## src/rtl/txq_fetch_seq_pkg.sv

```systemverilog
package txq_fetch_seq_pkg;

    typedef enum logic [1:0] {
        ST_IDLE   = 2'd0,
        ST_FETCH  = 2'd1,
        ST_PARKED = 2'd2
    } seq_state_e;

endpackage

```

## src/rtl/txq_mode_hold.sv

```systemverilog
// Captures the fetch mode only at frame boundaries: while nothing is in
// flight, and at the edge where the current fetch completes.
module txq_mode_hold (
    input  logic clk,
    input  logic rst_n,
    input  logic mode_in,
    input  logic is_idle,
    input  logic fetching,
    input  logic push_done,
    output logic mode_q
);

    logic boundary;

    always_comb begin
        boundary = is_idle || (fetching && push_done);
    end

    always_ff @(posedge clk) begin
        if (!rst_n) begin
            mode_q <= 1'b0;
        end else if (boundary) begin
            mode_q <= mode_in;
        end
    end

endmodule

```

## src/rtl/txq_flight_ctr.sv

```systemverilog
// Counts frames granted and not yet released; accepts MAC status for the
// oldest fully pushed frame and emits the descriptor-release strobe.
module txq_flight_ctr #(
    parameter int MAX_FLIGHT = 2,
    parameter int CW         = $clog2(MAX_FLIGHT + 1)
) (
    input  logic          clk,
    input  logic          rst_n,
    input  logic          take_grant,
    input  logic          fetching,
    input  logic          stat_vld,
    output logic [CW-1:0] cnt,
    output logic          stat_take,
    output logic          desc_release
);

    logic [CW-1:0] in_fetch;

    // A status may retire a frame only if at least one frame is already
    // completely in the FIFO (the one being fetched does not count).
    always_comb begin
        in_fetch  = CW'(fetching);
        stat_take = stat_vld && (cnt != in_fetch);
    end

    always_ff @(posedge clk) begin
        if (!rst_n) begin
            cnt <= '0;
        end else begin
            case ({take_grant, stat_take})
                2'b10:   cnt <= cnt + CW'(1);
                2'b01:   cnt <= cnt - CW'(1);
                default: cnt <= cnt;
            endcase
        end
    end

    always_ff @(posedge clk) begin
        if (!rst_n) begin
            desc_release <= 1'b0;
        end else begin
            desc_release <= stat_take;
        end
    end

endmodule

```

## src/rtl/txq_grant_fsm.sv

```systemverilog
// Grant controller: decides at each edge whether the DMA may begin a fetch.
module txq_grant_fsm
    import txq_fetch_seq_pkg::*;
#(
    parameter int MAX_FLIGHT = 2,
    parameter int CW         = $clog2(MAX_FLIGHT + 1)
) (
    input  logic          clk,
    input  logic          rst_n,
    input  logic          frame_avail,
    input  logic          push_done,
    input  logic          mode_q,
    input  logic [CW-1:0] cnt,
    input  logic          stat_take,
    output seq_state_e    st,
    output logic          take_grant,
    output logic          fetch_grant
);

    localparam logic [CW-1:0] CAP = CW'(MAX_FLIGHT);
    localparam logic [CW-1:0] ONE = CW'(1);

    seq_state_e st_nx;
    logic       room;

    always_comb begin
        room       = (cnt == '0) || (mode_q && (cnt < CAP));
        take_grant = (st != ST_FETCH) && frame_avail && room;
    end

    always_comb begin
        st_nx = st;
        unique case (st)
            ST_IDLE: begin
                if (take_grant) st_nx = ST_FETCH;
            end
            ST_FETCH: begin
                if (push_done) st_nx = ST_PARKED;
            end
            ST_PARKED: begin
                if (take_grant)                    st_nx = ST_FETCH;
                else if (stat_take && cnt == ONE)  st_nx = ST_IDLE;
            end
            default: st_nx = ST_IDLE;
        endcase
    end

    // State register
    always_ff @(posedge clk) begin
        if (!rst_n) st <= ST_IDLE;
        else        st <= st_nx;
    end

    // Output register
    always_ff @(posedge clk) begin
        if (!rst_n) fetch_grant <= 1'b0;
        else        fetch_grant <= take_grant;
    end

endmodule

```

## src/rtl/txq_fetch_seq.sv

```systemverilog
module txq_fetch_seq
    import txq_fetch_seq_pkg::*;
#(
    parameter int MAX_FLIGHT = 2
) (
    input  logic clk,
    input  logic rst_n,
    input  logic overlap_en,
    input  logic frame_avail,
    input  logic push_done,
    input  logic mac_stat_vld,
    output logic fetch_grant,
    output logic desc_release
);

    localparam int CW = $clog2(MAX_FLIGHT + 1);

    seq_state_e    seq_st;
    logic [CW-1:0] flight_cnt;
    logic          mode_lat;
    logic          take_grant;
    logic          stat_take;
    logic          fetching;
    logic          is_idle;

    always_comb begin
        fetching = (seq_st == ST_FETCH);
        is_idle  = (seq_st == ST_IDLE);
    end

    txq_mode_hold u_mode (
        .clk       (clk),
        .rst_n     (rst_n),
        .mode_in   (overlap_en),
        .is_idle   (is_idle),
        .fetching  (fetching),
        .push_done (push_done),
        .mode_q    (mode_lat)
    );

    txq_flight_ctr #(
        .MAX_FLIGHT (MAX_FLIGHT),
        .CW         (CW)
    ) u_ctr (
        .clk          (clk),
        .rst_n        (rst_n),
        .take_grant   (take_grant),
        .fetching     (fetching),
        .stat_vld     (mac_stat_vld),
        .cnt          (flight_cnt),
        .stat_take    (stat_take),
        .desc_release (desc_release)
    );

    txq_grant_fsm #(
        .MAX_FLIGHT (MAX_FLIGHT),
        .CW         (CW)
    ) u_fsm (
        .clk         (clk),
        .rst_n       (rst_n),
        .frame_avail (frame_avail),
        .push_done   (push_done),
        .mode_q      (mode_lat),
        .cnt         (flight_cnt),
        .stat_take   (stat_take),
        .st          (seq_st),
        .take_grant  (take_grant),
        .fetch_grant (fetch_grant)
    );

endmodule

```

## config.mk

```make
export PLATFORM = sky130hd
export DESIGN_NAME = txq_fetch_seq
export DESIGN_NICKNAME = d
export VERILOG_FILES = /design/src/rtl/txq_fetch_seq_pkg.sv /design/src/rtl/txq_mode_hold.sv /design/src/rtl/txq_flight_ctr.sv /design/src/rtl/txq_grant_fsm.sv /design/src/rtl/txq_fetch_seq.sv
export SDC_FILE = /design/constraint.sdc
export NUM_CORES = 1
export LEC_CHECK = 0
export ABC_AREA = 1
export CORE_AREA = 3 3 40 42
export DETAILED_ROUTE_END_ITERATION = 16
export DIE_AREA = 0 0 43 45
export DONT_BUFFER_PORTS = 1
export RECOVER_POWER = 25
export SLEW_MARGIN = 30
export SYNTH_ARGS = -nofsm -noshare
export SYNTH_HDL_FRONTEND = slang
export SYNTH_SLANG_ARGS = --single-unit
```

## constraint.sdc

```tcl
create_clock -name clk -period 2.7 [get_ports clk]
set_clock_uncertainty 0.15 [all_clocks]
set_input_delay 0.54 -clock clk [delete_from_list [all_inputs] [get_ports clk]]
set_output_delay 0.54 -clock clk [all_outputs]
set_load 0.05 [all_outputs]
```

## After elaboration in Yosys (flattened, before gate mapping)

Cells that the tools add are included.

- Register bits: 7
- Input bits: 6
- Output and inout bits: 2
- Logic and storage cells: 36

- Add/subtract/negate cells: 2
- Magnitude comparators: 1
- Equality and inequality tests: 10
- Muxes and demuxes: 6
- Reductions and logical operators: 12

Operators by type and width:

| kind | number |
|---|---|
| $mux 2 | 4 |
| $eq 2x1->1 const B | 3 |
| $logic_and 1x1->1 | 6 |
| $pmux 2 s3 | 1 |
| $eq 2x2->1 const B | 2 |
| $logic_not 2->1 | 2 |
| $ne 2x1->1 const B | 2 |
| $pmux 2 s2 | 1 |
| $ne 3x2->1 const B | 1 |
| $reduce_and 3->1 | 1 |
| $add 2x1->2 const B | 1 |
| $logic_or 1x1->1 | 2 |
| $lt 2x2->1 const B | 1 |
| $ne 2x1->1 | 1 |
| $ne 2x2->1 const B | 1 |
| $reduce_bool 2->1 | 1 |
| $sub 2x1->2 const B | 1 |

## Depth between registers and ports, before layout

- Depth in word-level cells: 7
- Depth in mapped cells: 10
- Depth with buffers taken out: 10

## By module

From an unflattened synthesis, not the netlist that was laid out.

- Cell total of the unflattened synthesis: 60
- Area total of the unflattened synthesis: 395.4 µm²

Modules (own cells, without submodules):

| module | times used | cells an instance | area an instance (µm²) | sequential area each (µm²) |
|---|---|---|---|---|
| txq_flight_ctr | 1 | 27 | 171.4 | 60.1 |
| txq_grant_fsm | 1 | 22 | 156.4 | 60.1 |
| txq_mode_hold | 1 | 8 | 53.8 | 20.0 |
| txq_fetch_seq | 1 | 3 | 13.8 | 0.0 |

## Least setup slack after synthesis

No wires, ideal clock.

- Path kind: register to register
- Start point: register u_ctr.cnt[0]
- End point: register u_ctr.cnt[0]
- Library setup time: 0.119 ns
- Arrival: 1.325 ns
- Data required time: 2.431 ns
- Slack: 1.106 ns
- Stages on the path, launching flop included: 9
- Path buffers: 0
- Period minus slack after synthesis: 1.594 ns
- Cells stage by stage: dfxtp_1 -> inv_1 -> ha_1 -> a21oi_1 -> nor2_1 -> nand2_1 -> ha_1 -> o21ai_0 -> a21oi_1

- Cells in the longest elaborated chain, start to end: 6
- Elaborated cells on any way between the ends: 13
- Those cells by class: add/sub (2); order compare (1); eq/ne (3); mux (1); reduce/logical (6)

RTL lines:

| what | RTL line | RTL |
|---|---|---|
| start: declaration | txq_flight_ctr.sv:12 | `output logic [CW-1:0] cnt,` |
| start signal: assignment | txq_flight_ctr.sv:31 | `2'b10: cnt <= cnt + CW'(1);` |
| start signal: assignment | txq_flight_ctr.sv:32 | `2'b01: cnt <= cnt - CW'(1);` |
| start signal: assignment | txq_flight_ctr.sv:33 | `default: cnt <= cnt;` |
| $lt 2x2->1 | txq_grant_fsm.sv:27 | `room = (cnt == '0) \|\| (mode_q && (cnt < CAP));` |
| $logic_and 1x1->1 | txq_grant_fsm.sv:27 |  |
| $logic_or 1x1->1 | txq_grant_fsm.sv:27 |  |
| $logic_and 1x1->1 | txq_grant_fsm.sv:28 | `take_grant = (st != ST_FETCH) && frame_avail && room;` |
| $eq 2x1->1 or $eq 2x2->1 (tied branches) | txq_flight_ctr.sv:30 | `case ({take_grant, stat_take})` |
| $pmux 2 s2 or $reduce_bool 2->1 (tied branches) | n/a |  |

Parallel ways exist; a longest one is shown, timed or not.
A chain may end at the register's enable or synchronous reset.

## Worst setup path in the final report

- Start point: register u_ctr.cnt[0]
- End point: register u_ctr.cnt[1]

The elaborated chain is that of the path after synthesis.

==> impl_metrics.tcl <==
set metrics [dict create \
    outcome "finished, final reports clean" \
    slew_headroom 0.685 \
    initialDrtViolationCount 3 \
    clock_tree.htree_level_count 1 \
    layout.cells.most_common "inv_1" \
    antenna_found_initial 0 \
    core_area_sq_um 1280 \
    cp-start-kind "register" \
    grt_setup_unrepaired "no" \
    drive_above_1_share 0.164 \
    timing.setup.tns_ps 0 \
    power_frac_seq 0.399 \
    hp-class "in2reg" \
    layout.cell_area.non_filler_sq_um 415 \
    netSwitchingPower_mw 0.179 \
    share_comb_of_total_power 0.380 \
    initial_utilization 0.290 \
    worst_setup_hold_path_clk_slew_ps 50 \
    power_per_cell_area_nw_per_um2 1050 \
    antenna_violating_nets_post_route 0 \
    syn2layout_area_growth_pct 11.4 \
    rr_startpoint "u_ctr.cnt[0]" \
    cts_setup_buffers 0 \
    place_worst_setup_slack_ps 958 \
    fill_cells 148 \
    max_freq_ghz 0.575 \
    power.share.clock 0.221 \
    post_synth_instance_area_sq_um 373 \
    synth-seq-cells 7 \
    ir_worst_vdd_mv 0.270 \
    detailed_place.area_sq_um 392 \
    dieHeight_um 45 \
    power_leakage_nw 0.215 \
    final.min_clock_period_ps 1740 \
    route.detailed.vias_per_inst 4.43 \
    die_w_um 43 \
    drt_pre_antenna_iters 4 \
    switching_share 0.411 \
    hold_slack_ps 262 \
    grt_use_total 0.0767 \
    timing.critical_path.from "u_ctr.cnt[0]" \
    setup_viol 0 \
    layout.area.seq_sq_um 140 \
    clk-insertion-delay-late_ps 250 \
    antenna_cells 0 \
    maximum_number_of_pins_on_one_net_before_global_route_repair 6 \
    buffer_ports.inserted 0 \
    netlist_top_cells_area "dfxtp_1 (38%), ha_1 (10%), inv_1 (9.1%), a21oi_1 (8.1%), nand2_1 (7.0%)" \
    ys_warn_count 0 \
    crit_arrival_ps 1790 \
    cp-end-kind "register" \
    crit_path_max_fanout 4 \
    detailed_place_hpwl_um 518 \
    tritoncts_clock_tree "built" \
    number_of_global_route_vias_before_repair 253 \
    nets 65 \
    drc_markers 0 \
    synth_cells 51 \
    final-hold-violation-count 0 \
    post_cts.resized_instances 0 \
    die-area_sq_um 1940 \
    gp_routability_congestion 0.700 \
    io_pins 8 \
    multi_input_comb_area_sq_um 189 \
    globalRouteOverflowTotal 0 \
    synth.net_count 60 \
    cts_root_buf "clkbuf_4" \
    numCtsBuffers 3 \
    cellInternalPower_mw 0.257 \
    syn_avg_cell_area_sq_um 7.31 \
    num_vias 310 \
    min_from "overlap_en" \
    worst_pin_slew_ps 472 \
    wire_length_of_the_first_global_routing_pass_um 966 \
    utilization_after_layout 0.323 \
    most-common-layout-cells "inv_1 (9), nand2_1 (8), dfxtp_1 (7), a21oi_1 (6), nor2_1 (6)" \
    yosys.area.top_type "dfxtp_1" \
    post_drt_wl_per_cell_um 9.29 \
    critical_path_required_ps 2750 \
    route.final.wire_length_um 650 \
    yosysSeqAreaShare 0.376 \
    synthDistinctLibCells 13 \
    max_cap_viol_count 0 \
    finalMaxSlewViolations 0 \
    share_of_the_clock_period_used_by_the_worst_path 0.644 \
    yosys.area.top_type_share 0.376 \
    worst_setup_path_type "reg2reg" \
    cts.hold.buffers_added 0 \
    cts_sinks 7 \
    num_rows 13 \
    final_critical_path_setup_slack_ps 960 \
    clock_tree.buffer_depth 2 \
]
[worst max-delay path, cell delays in order (launching register included)]
cell,delay [ps]
dfxtp_1,330
inv_1,110
ha_1,150
a21oi_1,40
nor2_1,180
nand2_1,100
ha_1,350
a21oi_1,150
o21ai_0,90
inv_1,50
[layout make-up]
type	count	area share
Clock buffer	4	0.0633
Sequential cell	7	0.337
Inverter	11	0.0994
Multi-Input combinational cell	33	0.455
Tap cell	15	0.0452
[path summary, 6_finish.rpt]
check	slack, ps	cells after the start	endpoint
worst min register to register	400	2	u_fsm.st[1]
worst max register to register	960	9	u_ctr.cnt[1]
worst min-delay path	260	2	u_mode.mode_q
worst max-delay path	960	9	u_ctr.cnt[1]
[registers in the layout, summed over array words and instances, names as in the netlist]
name and flops:
u_mode.mode_q 1, u_ctr.cnt 2, u_ctr.desc_release 1, u_fsm.fetch_grant 1, u_fsm.st 2
[synthesized netlist by cell type (all sizes together)]
library cell  instances
inv                  11
nand2                 9
a21oi                 7
dfxtp                 7
nor2                  6
nand3                 4
ha                    3
o21ai                 3
xor2                  1
[per-stage QoR]
stage | power, mW | cells
6_report | 0.436 | 70
5_1_grt | 0.475 | 70
4_1_cts | 0.444 | 70
3_5_place_dp | 0.347 | 66
3_3_place_gp | 0.344 | 66
2_1_floorplan | 0.319 | 51
[metal layers]
layer  up-vias  share of wire  track usage
li1        169              -            -
met1       128           0.47       0.0797
met2         9           0.38       0.0958
met3         4          0.075       0.0359
met4         0          0.063        0.108
met5         -              0            0
[cells by family (layout without fill, tap and decap cells)]
| family | count (synthesis) | after routing | share of synthesized area |
|---|---|---|---|
| fa+ha+maj | 3 | 3 | 0.101 |
| xor+xnor | 1 | 1 | 0.0235 |
| compound gates | 10 | 10 | 0.144 |
| buf+inv | 11 | 15 | 0.111 |
| flops | 7 | 7 | 0.376 |
| simple gates | 19 | 19 | 0.245 |
[power by group through the flow]
stage	combinational [mW]	sequential [mW]	clock, mW
final	0.166	0.174	0.0965
after CTS	0.170	0.175	0.0990
after detailed placement	0.170	0.177	0
after global placement	0.167	0.176	0
after floorplan	0.146	0.173	0
after global routing	0.191	0.178	0.107
Power figures use the tool's default switching activity.
